**src/rtl/fbi_pkg.sv**
```systemverilog
package fbi_pkg;

   // Source class of a fault flag, used to index stimulus and layout.
   typedef enum logic [1:0] {
      SRC_DESAT = 2'd0,
      SRC_PHERR = 2'd1,
      SRC_OCUR  = 2'd2,
      SRC_THERM = 2'd3
   } fault_src_e;

   // Bits needed to hold the value maxval (at least one).
   function automatic int unsigned cnt_bits(input int unsigned maxval);
      return (maxval < 2) ? 1 : $clog2(maxval + 1);
   endfunction

endpackage

```
**src/rtl/fbi_persist_filter.sv**
```systemverilog
module fbi_persist_filter #(
   parameter int unsigned HOLD_CYC     = 4,
   parameter bit          RELEASE_FILT = 1'b0
) (
   input  logic clk,
   input  logic rst_n,
   input  logic in_i,
   output logic out_o
);
   localparam int unsigned     CW   = fbi_pkg::cnt_bits(HOLD_CYC - 1);
   localparam logic [CW-1:0]   LAST = CW'(HOLD_CYC - 1);

   if (HOLD_CYC < 1) begin : g_bad_hold
      $error("fbi_persist_filter: HOLD_CYC must be at least 1");
   end

   logic [CW-1:0] cnt_q;

   generate
      if (RELEASE_FILT) begin : g_symmetric
         // Both directions need HOLD_CYC consecutive samples.
         always_ff @(posedge clk or negedge rst_n) begin
            if (!rst_n) begin
               cnt_q <= '0;
               out_o <= 1'b0;
            end else if (in_i == out_o) begin
               cnt_q <= '0;
            end else if (cnt_q == LAST) begin
               cnt_q <= '0;
               out_o <= in_i;
            end else begin
               cnt_q <= cnt_q + 1'b1;
            end
         end
      end else begin : g_fast_release
         // Assert after HOLD_CYC samples, release on the first low sample.
         always_ff @(posedge clk or negedge rst_n) begin
            if (!rst_n) begin
               cnt_q <= '0;
               out_o <= 1'b0;
            end else if (!in_i) begin
               cnt_q <= '0;
               out_o <= 1'b0;
            end else if (cnt_q == LAST) begin
               out_o <= 1'b1;
            end else begin
               cnt_q <= cnt_q + 1'b1;
            end
         end
      end
   endgenerate

   // a rising output always follows a present input sample.
   assert_persist_R2 : assert property (@(posedge clk) disable iff (!rst_n)
      $rose(out_o) |-> $past(in_i));

endmodule

```
**src/rtl/fbi_blank_timer.sv**
```systemverilog
module fbi_blank_timer #(
   parameter int unsigned BLANK_CYC = 8
) (
   input  logic clk,
   input  logic rst_n,
   input  logic edge_i,
   output logic blank_o
);
   generate
      if (BLANK_CYC == 0) begin : g_no_blank
         assign blank_o = 1'b0;
      end else begin : g_timer
         localparam int unsigned   CW   = fbi_pkg::cnt_bits(BLANK_CYC);
         localparam logic [CW-1:0] LOAD = CW'(BLANK_CYC);
         logic [CW-1:0] cnt_q;

         always_ff @(posedge clk or negedge rst_n) begin
            if (!rst_n)             cnt_q <= '0;
            else if (edge_i)        cnt_q <= LOAD;
            else if (cnt_q != '0)   cnt_q <= cnt_q - 1'b1;
         end

         assign blank_o = edge_i | (cnt_q != '0);

         // the cycle after a transition is still inside the window.
         assert_blank_open_R1 : assert property (@(posedge clk) disable iff (!rst_n)
            edge_i |=> blank_o);
      end
   endgenerate

endmodule

```
**src/rtl/fbi_status_bank.sv**
```systemverilog
module fbi_status_bank #(
   parameter int unsigned     LW        = 7,
   parameter int unsigned     TW        = 3,
   parameter logic [LW-1:0]   TRIP_MASK = '1,
   localparam int unsigned    SW        = LW + TW
) (
   input  logic          clk,
   input  logic          rst_n,
   input  logic [LW-1:0] filt_i,
   input  logic [TW-1:0] therm_i,
   input  logic          clr_i,
   input  logic          supply_ok_i,
   input  logic          mask_we_i,
   input  logic [SW-1:0] mask_d_i,
   output logic [SW-1:0] status_o,
   output logic          irq_o,
   output logic          trip_o
);
   logic [LW-1:0] lat_q;
   logic [SW-1:0] mask_q;

   if (LW < 1 || TW < 1) begin : g_bad_width
      $error("fbi_status_bank: both fields need at least one bit");
   end

   always_ff @(posedge clk or negedge rst_n) begin
      if (!rst_n) begin
         lat_q  <= '0;
         mask_q <= '0;
         irq_o  <= 1'b0;
      end else begin
         lat_q <= (lat_q & ~({LW{clr_i}} & ~filt_i)) | filt_i;
         if (mask_we_i) mask_q <= mask_d_i;
         irq_o <= supply_ok_i & (|(status_o & mask_q));
      end
   end

   assign status_o = {therm_i, lat_q};
   assign trip_o   = |(lat_q & TRIP_MASK);

   // a latched bit only ever falls after a clear command.
   assert_sticky_R5 : assert property (@(posedge clk) disable iff (!rst_n)
      (|($past(lat_q) & ~lat_q)) |-> $past(clr_i));

   // no interrupt in the cycle after the supply was not good.
   assert_irq_gated_R8 : assert property (@(posedge clk) disable iff (!rst_n)
      !$past(supply_ok_i) |-> !irq_o);

endmodule

```
**src/rtl/fault_cond_unit.sv**
```systemverilog
module fault_cond_unit #(
   parameter int unsigned PHASES             = 3,
   parameter int unsigned THERMS             = 3,
   parameter int unsigned BLANK_CYC          = 100,
   parameter int unsigned DESAT_FILT         = 17,
   parameter int unsigned PHERR_FILT         = 17,
   parameter int unsigned OC_FILT            = 34,
   parameter int unsigned THERM_FILT         = 340,
   parameter bit          THERM_RELEASE_FILT = 1'b1,
   localparam int unsigned LW = 2 * PHASES + 1,
   localparam int unsigned SW = LW + THERMS
) (
   input  logic              clk,
   input  logic              rst_n,
   input  logic              supply_ok,
   input  logic [PHASES-1:0] gate_edge,
   input  logic [PHASES-1:0] desat_raw,
   input  logic [PHASES-1:0] pherr_raw,
   input  logic              ocur_raw,
   input  logic [THERMS-1:0] therm_raw,
   input  logic              clear_faults,
   input  logic              mask_we,
   input  logic [SW-1:0]     mask_wdata,
   output logic [SW-1:0]     fault_status,
   output logic              fault_irq,
   output logic              shutdown_req
);
   localparam int unsigned   OC_BIT    = 2 * PHASES;
   // Desaturation and overcurrent trip the gates; phase error only reports.
   localparam logic [LW-1:0] TRIP_MASK = {1'b1, {PHASES{1'b0}}, {PHASES{1'b1}}};

   if (PHASES < 1 || PHASES > 8) begin : g_bad_phases
      $error("fault_cond_unit: PHASES out of range 1..8");
   end
   if (THERMS < 1 || THERMS > 8) begin : g_bad_therms
      $error("fault_cond_unit: THERMS out of range 1..8");
   end

   logic [LW-1:0]     filt;
   logic [THERMS-1:0] therm_filt;

   generate
      for (genvar p = 0; p < PHASES; p++) begin : g_phase
         logic blank;

         fbi_blank_timer #(.BLANK_CYC(BLANK_CYC)) i_blank (
            .clk     (clk),
            .rst_n   (rst_n),
            .edge_i  (gate_edge[p]),
            .blank_o (blank)
         );

         fbi_persist_filter #(.HOLD_CYC(DESAT_FILT), .RELEASE_FILT(1'b0)) i_desat (
            .clk   (clk),
            .rst_n (rst_n),
            .in_i  (desat_raw[p] & ~blank),
            .out_o (filt[p])
         );

         fbi_persist_filter #(.HOLD_CYC(PHERR_FILT), .RELEASE_FILT(1'b0)) i_pherr (
            .clk   (clk),
            .rst_n (rst_n),
            .in_i  (pherr_raw[p] & ~blank),
            .out_o (filt[PHASES + p])
         );
      end

      for (genvar t = 0; t < THERMS; t++) begin : g_therm
         fbi_persist_filter #(.HOLD_CYC(THERM_FILT), .RELEASE_FILT(THERM_RELEASE_FILT)) i_therm (
            .clk   (clk),
            .rst_n (rst_n),
            .in_i  (therm_raw[t]),
            .out_o (therm_filt[t])
         );
      end
   endgenerate

   fbi_persist_filter #(.HOLD_CYC(OC_FILT), .RELEASE_FILT(1'b0)) i_ocur (
      .clk   (clk),
      .rst_n (rst_n),
      .in_i  (ocur_raw),
      .out_o (filt[OC_BIT])
   );

   fbi_status_bank #(.LW(LW), .TW(THERMS), .TRIP_MASK(TRIP_MASK)) i_bank (
      .clk         (clk),
      .rst_n       (rst_n),
      .filt_i      (filt),
      .therm_i     (therm_filt),
      .clr_i       (clear_faults),
      .supply_ok_i (supply_ok),
      .mask_we_i   (mask_we),
      .mask_d_i    (mask_wdata),
      .status_o    (fault_status),
      .irq_o       (fault_irq),
      .trip_o      (shutdown_req)
   );

   // the shutdown request is only withdrawn after a clear command.
   assert_trip_release_R7 : assert property (@(posedge clk) disable iff (!rst_n)
      $fell(shutdown_req) |-> $past(clear_faults));

endmodule

```
**config.mk**
```make
export PLATFORM = sky130hd
export DESIGN_NAME = fault_cond_unit
export DESIGN_NICKNAME = d
export VERILOG_FILES = /design/src/rtl/fbi_pkg.sv /design/src/rtl/fbi_persist_filter.sv /design/src/rtl/fbi_blank_timer.sv /design/src/rtl/fbi_status_bank.sv /design/src/rtl/fault_cond_unit.sv
export SDC_FILE = /design/constraint.sdc
export NUM_CORES = 1
export LEC_CHECK = 0
export ABC_AREA = 1
export BUFFER_PORTS_ARGS = -buffer_cell sky130_fd_sc_hd__clkbuf_2
export CAP_MARGIN = 20
export CORE_MARGIN = 2
export CORE_UTILIZATION = 60
export DETAILED_ROUTE_END_ITERATION = 6
export PLACE_DENSITY = 0.88
export SLEW_MARGIN = 20
export SYNTH_ARGS = -nofsm -noshare
export SYNTH_HDL_FRONTEND = slang
export SYNTH_SLANG_ARGS = --single-unit
```
**constraint.sdc**
```tcl
create_clock -name clk -period 1.6 [get_ports clk]
set_input_delay 0 -clock clk [delete_from_list [all_inputs] [get_ports clk]]
set_output_delay 0 -clock clk [all_outputs]
set_load 0.05 [all_outputs]
```
==> results by group <==
Clocking
  • Clock Sinks: 112
  • Clock Path Buffers: 2
  • CTS Root Cell: clkbuf_8
  • Clock latency on the worst-skew pair: 0.37 ns
  • Reg clk slew, reported paths: approximately 0.11 ns
  • H-tree Lvls: 3
  • CTS buffer count: 9
  • CTS tree: built

Critical path
  • Critical path data arrival time: about 1.8 ns
  • FF-to-FF Start: g_phase[1].i_blank.g_timer.cnt_q[0]
  • CP max FO: 8
  • Crit-path max cell delay: 0.42 ns
  • Crit start category: register
  • Slowest-stage cell, CP: dfrtp_1
  • Critical path class: register to register
  • R2r worst-path depth: 9
  • Reg2Reg Setup Slack: slightly above 0.09 ns
  • Critical Path End Type: register
  • RR Endpoint: g_phase[1].i_desat.cnt_q[1]
  • WP data required: between 1.5 and 2 ns
  • Critical-path cell list: inv_2 > ha_2 > nand2_2 > nor2_4 > nand2_4 > nor2_4 > buf_4 > nand4_1 > nand2_1
  • Critical path's most frequent cell: nor2_4

STA
  • Slew HR: between 70 and 80%
  • Max Clk Rate: about 660 MHz
  • Fin. max-slew vios: 0
  • Setup TNS: 0 ns
  • Setup Skew: around 0.017 ns
  • Fin crit share: 94.3%
  • Final setup fails: 0
  • Hold WS: 0.0665 ns
  • Period minus WS final: approximately 1.5 ns
  • Final Hold Fails: 0
  • Worst Max-Slew Pin Slew: 0.395 ns

Place
  • RD Place Congestion: about 0.92
  • Post-DP HPWL: around 7600 microns
  • Port bufs: 39
  • Placed Area: approximately 0.0057 sq mm
  • Placed instance count: between 700 and 800

Routing
  • ANT nets after route: 0
  • Detailed Routing Iterations Pass 1: 5
  • DR vias/cell: between 5 and 6
  • Wirelength per Cell: between 10 and 15 microns
  • DRC: 0
  • Starting DRT DRC Count: approximately 160
  • Vias post-DR: 4276
  • WL final: between 10000 and 15000 microns

Power
  • P per Cell Area: 819 mW/mm^2
  • Peak supply drop: between 0.5 and 0.6 mV
  • Overall power: between 5 and 6 mW
  • Leak pwr: between 2 and 3 nW

Cells and area
  • Design area: roughly 0.0063 sq mm
  • Antenna fix cells: 0
  • Share of layout cells above drive strength 1: 15.5%
  • Nets: ~730
  • Synth-to-Final Area Change: 15.9%
  • Final Non-Filler Cells: slightly below 800

Logic synthesis
  • Post-synth EDFFs: 0
  • Synth Register Bits: around 110
  • Commonest cells in the netlist: dfrtp_1 (112), nand2_1 (89), inv_1 (79), nor2_1 (67), nand3_1 (53)
  • Post-synthesis cell type count: 31
  • Yosys warning count: 0
  • Cell count after synthesis: 598
  • Post-synth net total: approximately 650
  • Most used DFF post-synth: dfrtp_1
  • Seq/Total Area, Yosys: roughly half
  • Asr flop ratio synth: 100%
  • Synth area leaders: dfrtp_1 (52%), nand2_1 (6.2%), inv_1 (5.5%), nand3_1 (4.9%), nor2_1 (4.6%)
  • Top-count cell post-synth: dfrtp_1
  • Post-Synthesis Cell Area: ~0.0054 sq mm
  • Post-synth top area share: between 50% and 60%
  • Average cell area after synthesis: ~9.1 sq um
  • Synth area leader: dfrtp_1

Die
  • Die height: just under 100 microns
  • Core area: around 0.0088 sq mm
  • Ports: 40
  • Initial core utilization: a little over 60%
  • Die X: slightly below 100 microns
  • Die ar.: approximately 0.0098 sq mm
  • Num rows: 34

Global routing
  • Initial antenna violation count: 0
  • GRT Total Usage: a little under a quarter
  • First-pass GRT wire length: about 18000 microns
  • Vias in the first global route: just over 4000
  • GR Overflow Total: 0
  • Largest net degree at the start of global routing: 35

Hold path
  • Hold Path Class: primary input to async pin

Status
  • Outcome: complete, no violations

Run
  • Max Cap Viol: 0
## repair_timing
action                     4_1_cts  5_1_grt
hold endpoints to repair       192        0
gates resized for setup          1        8
setup buffers                    5        2
pin swaps                        2        4
gates cloned                     1        1
hold buffers                    26        0
setup endpoints to repair       10       32
## critical path: cells and delay by family, from the launching register on
| kind | cells | cell delay (ns) |
|---|---|---|
| buffers and inverters | 2 | 0.22 |
| and+or+nand+nor | 6 | 0.61 |
| DFF | 1 | 0.42 |
| adders and majority gates | 1 | 0.20 |
## worst max path at each step
stage	cells past startpoint	start	slack (ns)	endpoint
floorplan	9	g_phase[2].i_blank.g_timer.cnt_q[0]	0.25	g_phase[2].i_pherr.cnt_q[0]
global placement	8	g_phase[0].i_blank.g_timer.cnt_q[0]	0.09	g_phase[0].i_pherr.out_o
global route	8	g_phase[2].i_blank.g_timer.cnt_q[0]	-0.02	g_phase[2].i_desat.cnt_q[2]
detailed placement	8	g_phase[1].i_blank.g_timer.cnt_q[0]	-0.02	g_phase[1].i_pherr.out_o
CTS	8	g_phase[2].i_blank.g_timer.cnt_q[0]	0.04	g_phase[2].i_desat.cnt_q[2]
finish	9	g_phase[1].i_blank.g_timer.cnt_q[0]	0.09	g_phase[1].i_desat.cnt_q[1]
## stage by stage
stage | setup slack [ns] | util, %
2_1_floorplan | 0.248 | -
3_3_place_gp | 0.0891 | 65.5
3_5_place_dp | -0.0166 | 65.5
4_1_cts | 0.0399 | 71.1
5_1_grt | -0.0207 | 71.7
6_report | 0.0908 | 71.7
## sequential cells by signal, summed over array words and instances, names as in the netlist
register	flops
g_therm.i_therm.cnt_q	27
g_phase.i_blank.g_timer.cnt_q	21
g_phase.i_desat.cnt_q	15
g_phase.i_pherr.cnt_q	15
i_bank.mask_q	10
i_bank.lat_q	7
i_ocur.cnt_q	6
g_phase.i_desat.out_o	3
g_phase.i_pherr.out_o	3
g_therm.i_therm.out_o	3
i_bank.irq_o	1
i_ocur.out_o	1
## cell usage in the layout, fill, tap and decap left out, types with 2 or more instances in the layout
master           n
clkbuf_2        38
nand4_1         31
buf_12           2
dfrtp_1        112
xor2_1          18
and3_1           2
inv_1           77
nor2_2           4
ha_4             2
o21ai_0         25
nand2_4          3
buf_4           10
a21oi_1         24
dlygate4sd3_1   26
o211ai_1         7
or2_2            3
nand2_2          5
xnor2_1         10
o21a_1           2
nand3_1         53
ha_1            17
clkbuf_8         9
nor3_2           5
nor2_1          67
nor2_4           6
nand2_1         87
nor3_1          16
inv_6            2
inv_2            6
mux2_2           5
## report_power, final
part / switching [mW] / internal, mW / leakage [nW]
logic: 0.324 / 0.232 / 1.42
registers: 0.0948 / 2.94 / 1.47
clock network: 0.963 / 0.590 / 0.0892
## cells by family after synthesis
logic type      after synthesis  synth area share (%)
mux                           5                  1.04
fa+ha+maj                    20                  4.61
simple gates                283                  25.2
xor+xnor                     28                  4.52
buf+inv                      91                  6.99
compound gates               59                  5.91
flops                       112                  51.7
## cell type report
type                    instances  area, sq um
fillers                       631         2480
clock buffers                  10          128
flip-flops and latches        112         2800
well taps                     108          135
inverters                      83          312
repair buffers                 76          566
clock inverters                 6         50.0
multi-input cells             397         2290
## layer usage
layer  part of all wire, %  up-vias  GRT usage (%)
li1                      -     2118              -
met1                    43     2060           30.2
met2                    51       91           39.2
met3                   5.2        7           5.82
met4                  0.60        0           4.32
met5                     0        -              0
No activity file was read; power rests on OpenSTA's default activity.
